**src/rtl/uart_irq_pkg.sv**
```systemverilog
package uart_irq_pkg;
  localparam logic [5:0] A_TXD  = 6'h00;
  localparam logic [5:0] A_RXD  = 6'h04;
  localparam logic [5:0] A_CNT  = 6'h0C;
  localparam logic [5:0] A_IEN  = 6'h10;
  localparam logic [5:0] A_CLR  = 6'h14;
  localparam logic [5:0] A_CTL1 = 6'h1C;
  localparam logic [5:0] A_THR  = 6'h20;
  localparam logic [5:0] A_MSR  = 6'h2C;

  localparam int B_RXF  = 0;
  localparam int B_TXE  = 1;
  localparam int B_BRK  = 7;
  localparam int B_TOUT = 13;

  localparam logic [31:0] SRC_MASK =
    (32'd1 << B_RXF) | (32'd1 << B_TXE) | (32'd1 << B_BRK) | (32'd1 << B_TOUT);

  // receive-level rule: count has reached the watermark
  function automatic logic fill_reached(input int unsigned cnt, input int unsigned wm);
    return cnt >= wm;
  endfunction

  // transmit-level rule: count is strictly under the watermark
  function automatic logic drain_below(input int unsigned cnt, input int unsigned wm);
    return cnt < wm;
  endfunction

  function automatic logic [31:0] src_vector(input logic rxf, input logic txe,
                                             input logic brk, input logic tout);
    logic [31:0] v;
    v         = '0;
    v[B_RXF]  = rxf;
    v[B_TXE]  = txe;
    v[B_BRK]  = brk;
    v[B_TOUT] = tout;
    return v;
  endfunction
endpackage

```
**src/rtl/uif_fifo.sv**
```systemverilog
module uif_fifo #(
  parameter int DEPTH = 128,
  parameter int W     = 8,
  parameter int CW    = $clog2(DEPTH + 1)
) (
  input  logic          clk,
  input  logic          rst_n,
  input  logic          push,
  input  logic [W-1:0]  din,
  input  logic          pop,
  output logic [W-1:0]  dout,
  output logic [CW-1:0] count,
  output logic          empty
);
  localparam int AW = $clog2(DEPTH);

  logic [W-1:0]  mem [DEPTH];
  logic [AW-1:0] wp, rp;
  logic          full, do_push, do_pop;

  function automatic logic [AW-1:0] step(input logic [AW-1:0] p);
    return (p == AW'(DEPTH - 1)) ? '0 : p + AW'(1);
  endfunction

  assign full    = (count == CW'(DEPTH));
  assign empty   = (count == '0);
  assign do_push = push && !full;
  assign do_pop  = pop && !empty;
  assign dout    = mem[rp];

  always_ff @(posedge clk) begin
    if (!rst_n) begin
      wp    <= '0;
      rp    <= '0;
      count <= '0;
    end else begin
      if (do_push) wp <= step(wp);
      if (do_pop)  rp <= step(rp);
      count <= count + CW'(do_push) - CW'(do_pop);
    end
  end

  always_ff @(posedge clk) begin
    if (do_push) mem[wp] <= din;
  end

  // occupancy bound
  cnt_bound_chk: assert property (@(posedge clk) disable iff (!rst_n)
    count <= CW'(DEPTH));

  // push into a full queue is dropped
  full_drop_chk: assert property (@(posedge clk) disable iff (!rst_n)
    (full && push && !pop) |=> (count == CW'(DEPTH)));

  // pop of an empty queue changes nothing
  empty_pop_chk: assert property (@(posedge clk) disable iff (!rst_n)
    (empty && pop && !push) |=> empty);
endmodule

```
**src/rtl/uif_idle_timer.sv**
```systemverilog
module uif_idle_timer #(
  parameter int TW = 6
) (
  input  logic          clk,
  input  logic          rst_n,
  input  logic          tick,
  input  logic          arrive,
  input  logic          pending,
  input  logic [TW-1:0] limit,
  output logic          fire
);
  logic [TW-1:0] idle_cnt;
  logic [TW:0]   next_cnt;

  assign next_cnt = {1'b0, idle_cnt} + (TW+1)'(1);
  assign fire     = tick && pending && !arrive && (next_cnt >= {1'b0, limit});

  always_ff @(posedge clk) begin
    if (!rst_n)                 idle_cnt <= '0;
    else if (arrive || !pending) idle_cnt <= '0;
    else if (tick && !fire)     idle_cnt <= next_cnt[TW-1:0];
  end

  // a new byte restarts the idle count
  idle_restart_chk: assert property (@(posedge clk) disable iff (!rst_n)
    arrive |=> (idle_cnt == '0));
endmodule

```
**src/rtl/uif_irq_regs.sv**
```systemverilog
module uif_irq_regs
  import uart_irq_pkg::*;
(
  input  logic        clk,
  input  logic        rst_n,
  input  logic        ien_we,
  input  logic        clr_we,
  input  logic [31:0] wdata,
  input  logic        brk_evt,
  input  logic        tout_evt,
  input  logic        rxf_lvl,
  input  logic        txe_lvl,
  output logic [31:0] ien_q,
  output logic [31:0] msr,
  output logic        irq
);
  logic        brk_lat, tout_lat;
  logic        clr_brk, clr_tout;
  logic [31:0] raw;

  assign clr_brk  = clr_we && wdata[B_BRK];
  assign clr_tout = clr_we && wdata[B_TOUT];

  always_ff @(posedge clk) begin
    if (!rst_n) begin
      ien_q    <= '0;
      brk_lat  <= 1'b0;
      tout_lat <= 1'b0;
    end else begin
      if (ien_we) ien_q <= wdata & SRC_MASK;
      brk_lat  <= brk_evt  || (brk_lat  && !clr_brk);
      tout_lat <= tout_evt || (tout_lat && !clr_tout);
    end
  end

  assign raw = src_vector(rxf_lvl, txe_lvl, brk_lat, tout_lat);
  assign msr = raw & ien_q;
  assign irq = |msr;


  brk_set_chk: assert property (@(posedge clk) disable iff (!rst_n)
    brk_evt |=> brk_lat);


  tout_hold_chk: assert property (@(posedge clk) disable iff (!rst_n)
    (tout_lat && !clr_tout) |=> tout_lat);


  irq_cause_chk: assert property (@(posedge clk) disable iff (!rst_n)
    irq |-> (ien_q != '0));
endmodule

```
**src/rtl/uart_irq_unit.sv**
```systemverilog
module uart_irq_unit
  import uart_irq_pkg::*;
#(
  parameter int FIFO_DEPTH = 128,
  parameter int TOUT_W     = 6,
  parameter int TOUT_RST   = 62,
  parameter int WM_RST     = 64
) (
  input  logic        clk,
  input  logic        rst_n,
  input  logic [5:0]  reg_addr,
  input  logic        reg_we,
  input  logic        reg_re,
  input  logic [31:0] reg_wdata,
  output logic [31:0] reg_rdata,
  input  logic        tx_pop,
  output logic [7:0]  tx_byte,
  output logic        tx_avail,
  input  logic        rx_push,
  input  logic [7:0]  rx_byte,
  input  logic        brk_stb,
  input  logic        bit_tick,
  output logic        irq
);
  localparam int CW   = $clog2(FIFO_DEPTH + 1);
  localparam int WM_W = $clog2(FIFO_DEPTH);

  logic [CW-1:0]     rx_cnt, tx_cnt;
  logic [7:0]        rx_dout;
  logic              rx_empty, tx_empty;
  logic [WM_W-1:0]   rx_wm, tx_wm;
  logic [TOUT_W-1:0] tout_lim;
  logic              tx_wr, rx_rd, rxf_lvl, txe_lvl, tout_evt;
  logic [31:0]       ien_q, msr;

  assign tx_wr = reg_we && (reg_addr == A_TXD);
  assign rx_rd = reg_re && (reg_addr == A_RXD);

  uif_fifo #(.DEPTH(FIFO_DEPTH), .W(8), .CW(CW)) u_txq (
    .clk, .rst_n, .push(tx_wr), .din(reg_wdata[7:0]), .pop(tx_pop),
    .dout(tx_byte), .count(tx_cnt), .empty(tx_empty));

  uif_fifo #(.DEPTH(FIFO_DEPTH), .W(8), .CW(CW)) u_rxq (
    .clk, .rst_n, .push(rx_push), .din(rx_byte), .pop(rx_rd),
    .dout(rx_dout), .count(rx_cnt), .empty(rx_empty));

  assign tx_avail = !tx_empty;

  always_ff @(posedge clk) begin
    if (!rst_n) begin
      rx_wm    <= WM_W'(WM_RST);
      tx_wm    <= WM_W'(WM_RST);
      tout_lim <= TOUT_W'(TOUT_RST);
    end else if (reg_we) begin
      if (reg_addr == A_THR) begin
        rx_wm <= reg_wdata[WM_W-1:0];
        tx_wm <= reg_wdata[8 +: WM_W];
      end
      if (reg_addr == A_CTL1) tout_lim <= reg_wdata[8 +: TOUT_W];
    end
  end

  assign rxf_lvl = fill_reached(32'(rx_cnt), 32'(rx_wm));
  assign txe_lvl = drain_below(32'(tx_cnt), 32'(tx_wm));

  uif_idle_timer #(.TW(TOUT_W)) u_idle (
    .clk, .rst_n, .tick(bit_tick), .arrive(rx_push), .pending(!rx_empty),
    .limit(tout_lim), .fire(tout_evt));

  uif_irq_regs u_irq (
    .clk, .rst_n,
    .ien_we(reg_we && (reg_addr == A_IEN)),
    .clr_we(reg_we && (reg_addr == A_CLR)),
    .wdata(reg_wdata), .brk_evt(brk_stb), .tout_evt(tout_evt),
    .rxf_lvl(rxf_lvl), .txe_lvl(txe_lvl),
    .ien_q(ien_q), .msr(msr), .irq(irq));

  always_comb begin
    reg_rdata = '0;
    case (reg_addr)
      A_RXD:  reg_rdata = rx_empty ? 32'd0 : {24'd0, rx_dout};
      A_CNT:  reg_rdata = {16'd0, 8'(tx_cnt), 8'(rx_cnt)};
      A_IEN:  reg_rdata = ien_q;
      A_CTL1: reg_rdata = 32'(tout_lim) << 8;
      A_THR:  reg_rdata = (32'(tx_wm) << 8) | 32'(rx_wm);
      A_MSR:  reg_rdata = msr;
      default: reg_rdata = '0;
    endcase
  end

  // no transmit byte offered while the queue is empty
  tx_avail_chk: assert property (@(posedge clk) disable iff (!rst_n)
    (tx_cnt == '0) |-> !tx_avail);
endmodule

```
**config.mk**
```make
export PLATFORM = sky130hd
export DESIGN_NAME = uart_irq_unit
export DESIGN_NICKNAME = d
export VERILOG_FILES = /design/src/rtl/uart_irq_pkg.sv /design/src/rtl/uif_fifo.sv /design/src/rtl/uif_idle_timer.sv /design/src/rtl/uif_irq_regs.sv /design/src/rtl/uart_irq_unit.sv
export SDC_FILE = /design/constraint.sdc
export NUM_CORES = 2
export LEC_CHECK = 0
export CAP_MARGIN = 15
export CORE_MARGIN = 2
export CORE_UTILIZATION = 55
export DETAILED_ROUTE_END_ITERATION = 12
export PLACE_DENSITY = 0.76
export SLEW_MARGIN = 0
export SYNTH_ARGS = -nofsm -noshare
export SYNTH_HDL_FRONTEND = slang
export SYNTH_SLANG_ARGS = --single-unit
```
**constraint.sdc**
```tcl
create_clock -name clk -period 4.3 [get_ports clk]
set_input_delay 0.43 -clock clk [delete_from_list [all_inputs] [get_ports clk]]
set_output_delay 0.43 -clock clk [all_outputs]
set_load 0.02 [all_outputs]
```
==> reports/qor.txt <==
Hold_sp -> rx_byte[2]
Crit path cell chain -> buf_4, buf_16, buf_4, mux4_2, mux4_2, nand4_1, nand4_1, or3_4, buf_4
DIE AREA -> 156,000 um2
Clock Sinks -> 2,138
Crit path capture type -> primary output
CP max stage delay -> 0.53 ns
WL/cell -> 30.8 um
CP Launch Type -> register
Cell count after synthesis -> 4,010
Nets@finish -> 4,493
Async SR Flop Fraction -> 0%
Synth Area per Inst -> 20.9 um2
Synth Flop Type -> edfxtp_1
Fin crit share -> 101%
Hpwl dp -> 118,000 um
Worst path buffer plus inverter count -> 4
Fill cells -> 9,737
Syn Std Cell Area -> 83,900 um2
VDD IR max -> 0.460 mV
Worst Setup Slack, final -> -0.0266 ns
CP delay by family, top -> multiplexers
Count of cells along the worst hold path -> 1
Max_cap viols -> 0
Reg2Reg Depth -> 17
Crit path time final -> 4.33 ns
Area occupied by multi-input gates -> 19,600 um2
Failing checks -> negative setup slack
Vias per cell -> 6.46
Vias after detailed routing -> 42,500
Max transition margin -> 22.1%
Die Ht -> 394 um
Fmax -> 0.231 GHz
Levels on crit path -> 9
Initial antenna violation count -> 2
Reg clk slew, reported paths -> 0.07 ns
Drt first pass iters -> 8
Leak -> 29.7 nW
Clock insertion delay at the later pin of the skew report -> 0.85 ns
Status -> finished with violations
P per Cell Area -> 466 nW/um2
Count of final setup violators -> 1
YS warnings -> 0
Routed Antenna Nets -> 0
Count of cell types in the netlist -> 71
Class of the worst hold path -> primary input to register
Num CTS Buffers -> 199
Worst R2R Start -> u_rxq.count[2]
Most Frequent Cell on Critical Path -> buf_4
EDFF count, synth -> 2,048
Maximum clock path buffer count -> 3
Sum Neg Setup Slack -> -0.0266 ns
GR Overflow Total -> 0
Crit path required time -> 3.87 ns
Dpl cell area -> 88,600 um2
Slew Limit Fails -> 0
Share of cells above drive strength 1 -> 29.3%
Arrival @ worst endpoint -> 3.90 ns
Register Area -> 63,300 um2
Fin area -> 95,700 um2
Clk Tree Root Cell -> clkbuf_16
Initial core utilization -> 55.3%
Gp weighted congestion -> 0.912
Largest net degree at the start of global routing -> 105
Final WL -> 203,000 um
Synthesized flop and latch total -> 2,138
DRC Markers -> 0
Final hold vios -> 0
All-Layer GR Usage -> 26.3%
WS Path Type -> register to primary output
Vias in the first global route -> 43,300
Critical path's slowest cell -> mux4_2
Clock Skew -> 0.0294 ns
Crit Path Max Fanout -> 13
Unrepaired setup endpoints after global routing -> true
# rows -> 143
Share of the yosys chip area belonging to registers -> 75.5%
Core box area -> 152,000 um2
Starting DRT DRC Count -> 5,612
I/O Buffers -> 62
Slew @ Worst Pin -> 1.17 ns
Die Width -> 394 um
Layout area overhead -> 14.2%
CTS tree -> yes
Global-route wire length before repair -> 299,000 um
Io pins -> 96
CTS HTree Levels -> 4
## placed cells by master (no fill, tap or decap), drive strengths merged, types with 48 or more instances in the layout
master / n
nand2: 118
clkbuf: 242
edfxtp: 2048
buf: 350
inv: 65
a21oi: 53
nor2: 315
clkinv: 95
dfxtp: 90
mux4: 587
ha: 48
## repair_timing
action / 4_1_cts / 5_1_grt
cloned: 5 / 0
pin swaps: 1 / 4
buffers inserted: 13 / 1
gates resized for setup: 68 / 22
setup endpoints to repair: 16 / 7
hold buffers: 0 / 0
## per-stage QoR
stage / instances / setup slack (ns) / hold WS, ns / util, % / power, mW
2_1_floorplan: 4025 / 0.709 / 0.449 / - / 26.1
4_1_cts: 6586 / -0.0951 / 0.0901 / 63.0 / 44.8
5_1_grt: 6587 / -0.0381 / 0.136 / 63.1 / 45.8
3_5_place_dp: 6199 / 0.0483 / 0.473 / 58.4 / 27.6
6_report: 6588 / -0.0266 / 0.131 / 63.1 / 44.6
3_3_place_gp: 6199 / 0.0522 / 0.466 / 58.4 / 27.5
## area by class of cell
class / instances / area share [%]
sequential: 2138 / 66.1
multi-input combinational: 1604 / 20.5
clock buffer: 242 / 5.39
timing repair buffer: 389 / 3.81
tap: 2030 / 2.65
clock inverter: 127 / 1.27
inverter: 57 / 0.223
antenna: 1 / 0.00261
## routing by layer
metal	part of all wire (%)	wire (um)	GRT usage, %	vias up
met2	51	103000	43.8	2555
met5	0.0084	17	0	-
met3	8.4	17100	4.51	466
met1	36	72600	34.3	22200
li1	-	-	-	17300
met4	4.8	9640	12.0	2
## Yosys cell counts (all sizes together), types with 4 or more instances
cell / count / area share [%]
a21o: 10 / 0.090
a21oi: 53 / 0.32
a221oi: 6 / 0.063
a222oi: 13 / 0.16
a22o: 4 / 0.042
a22oi: 38 / 0.34
and2: 6 / 0.045
and3: 8 / 0.060
buf: 119 / 0.82
clkbuf: 107 / 0.48
dfxtp: 90 / 2.1
edfxtp: 2048 / 73
ha: 48 / 0.72
inv: 54 / 0.24
mux2: 43 / 0.58
mux2i: 26 / 0.31
mux4: 587 / 16
nand2: 118 / 0.53
nand2b: 18 / 0.13
nand3: 34 / 0.20
nand3b: 7 / 0.063
nand4: 28 / 0.21
nor2: 315 / 1.4
nor2b: 23 / 0.17
nor3: 20 / 0.13
nor3b: 5 / 0.045
nor4: 13 / 0.097
o211ai: 13 / 0.12
o21ai: 16 / 0.095
o22ai: 40 / 0.30
or3: 11 / 0.082
or3b: 4 / 0.042
xnor2: 11 / 0.11
xor2: 20 / 0.21
## sequential cells by signal, indices dropped and copies added (netlist names), named ones only
register / cells
u_txq.mem: 1024
u_idle.idle_cnt: 6
u_rxq.wp: 7
u_rxq.mem: 1024
u_txq.rp: 7
u_irq.ien_q: 4
tx_wm: 7
u_rxq.rp: 7
rx_wm: 7
u_txq.count: 8
u_txq.wp: 7
tout_lim: 6
u_irq.brk_lat: 1
u_irq.tout_lat: 1
u_rxq.count: 8
## cell families (layout without fill, tap and decap cells)
group                      Yosys count  count (layout)  synth area share (%)
other                                1              17               0.00447
xor gates and xnor gates            31              31                 0.324
and+or+nand+nor                    625             625                  3.37
buffers and inverters              283             815                  1.55
muxes                              656             656                  16.7
AOI/OAI and AO/OA                  226             226                  1.86
DFF                               2138            2138                  75.5
adders and majority gates           50              50                 0.764
## path summary, 6_finish.rpt
| path | end | slack, ns |
|---|---|---|
| min reg2reg | tx_wm[1] | 0.48 |
| max reg2reg | u_rxq.count[6] | 0.49 |
| max | reg_rdata[4] | -0.03 |
| min | u_rxq.mem[127][2] | 0.13 |
## where the power goes
| group | switching, mW | internal, mW |
|---|---|---|
| logic | 2.27 | 2.01 |
| registers | 0.143 | 22.9 |
| clock network | 7.78 | 9.52 |
| total | 10.2 | 34.4 |
No activity file was read; power rests on OpenSTA's default activity.
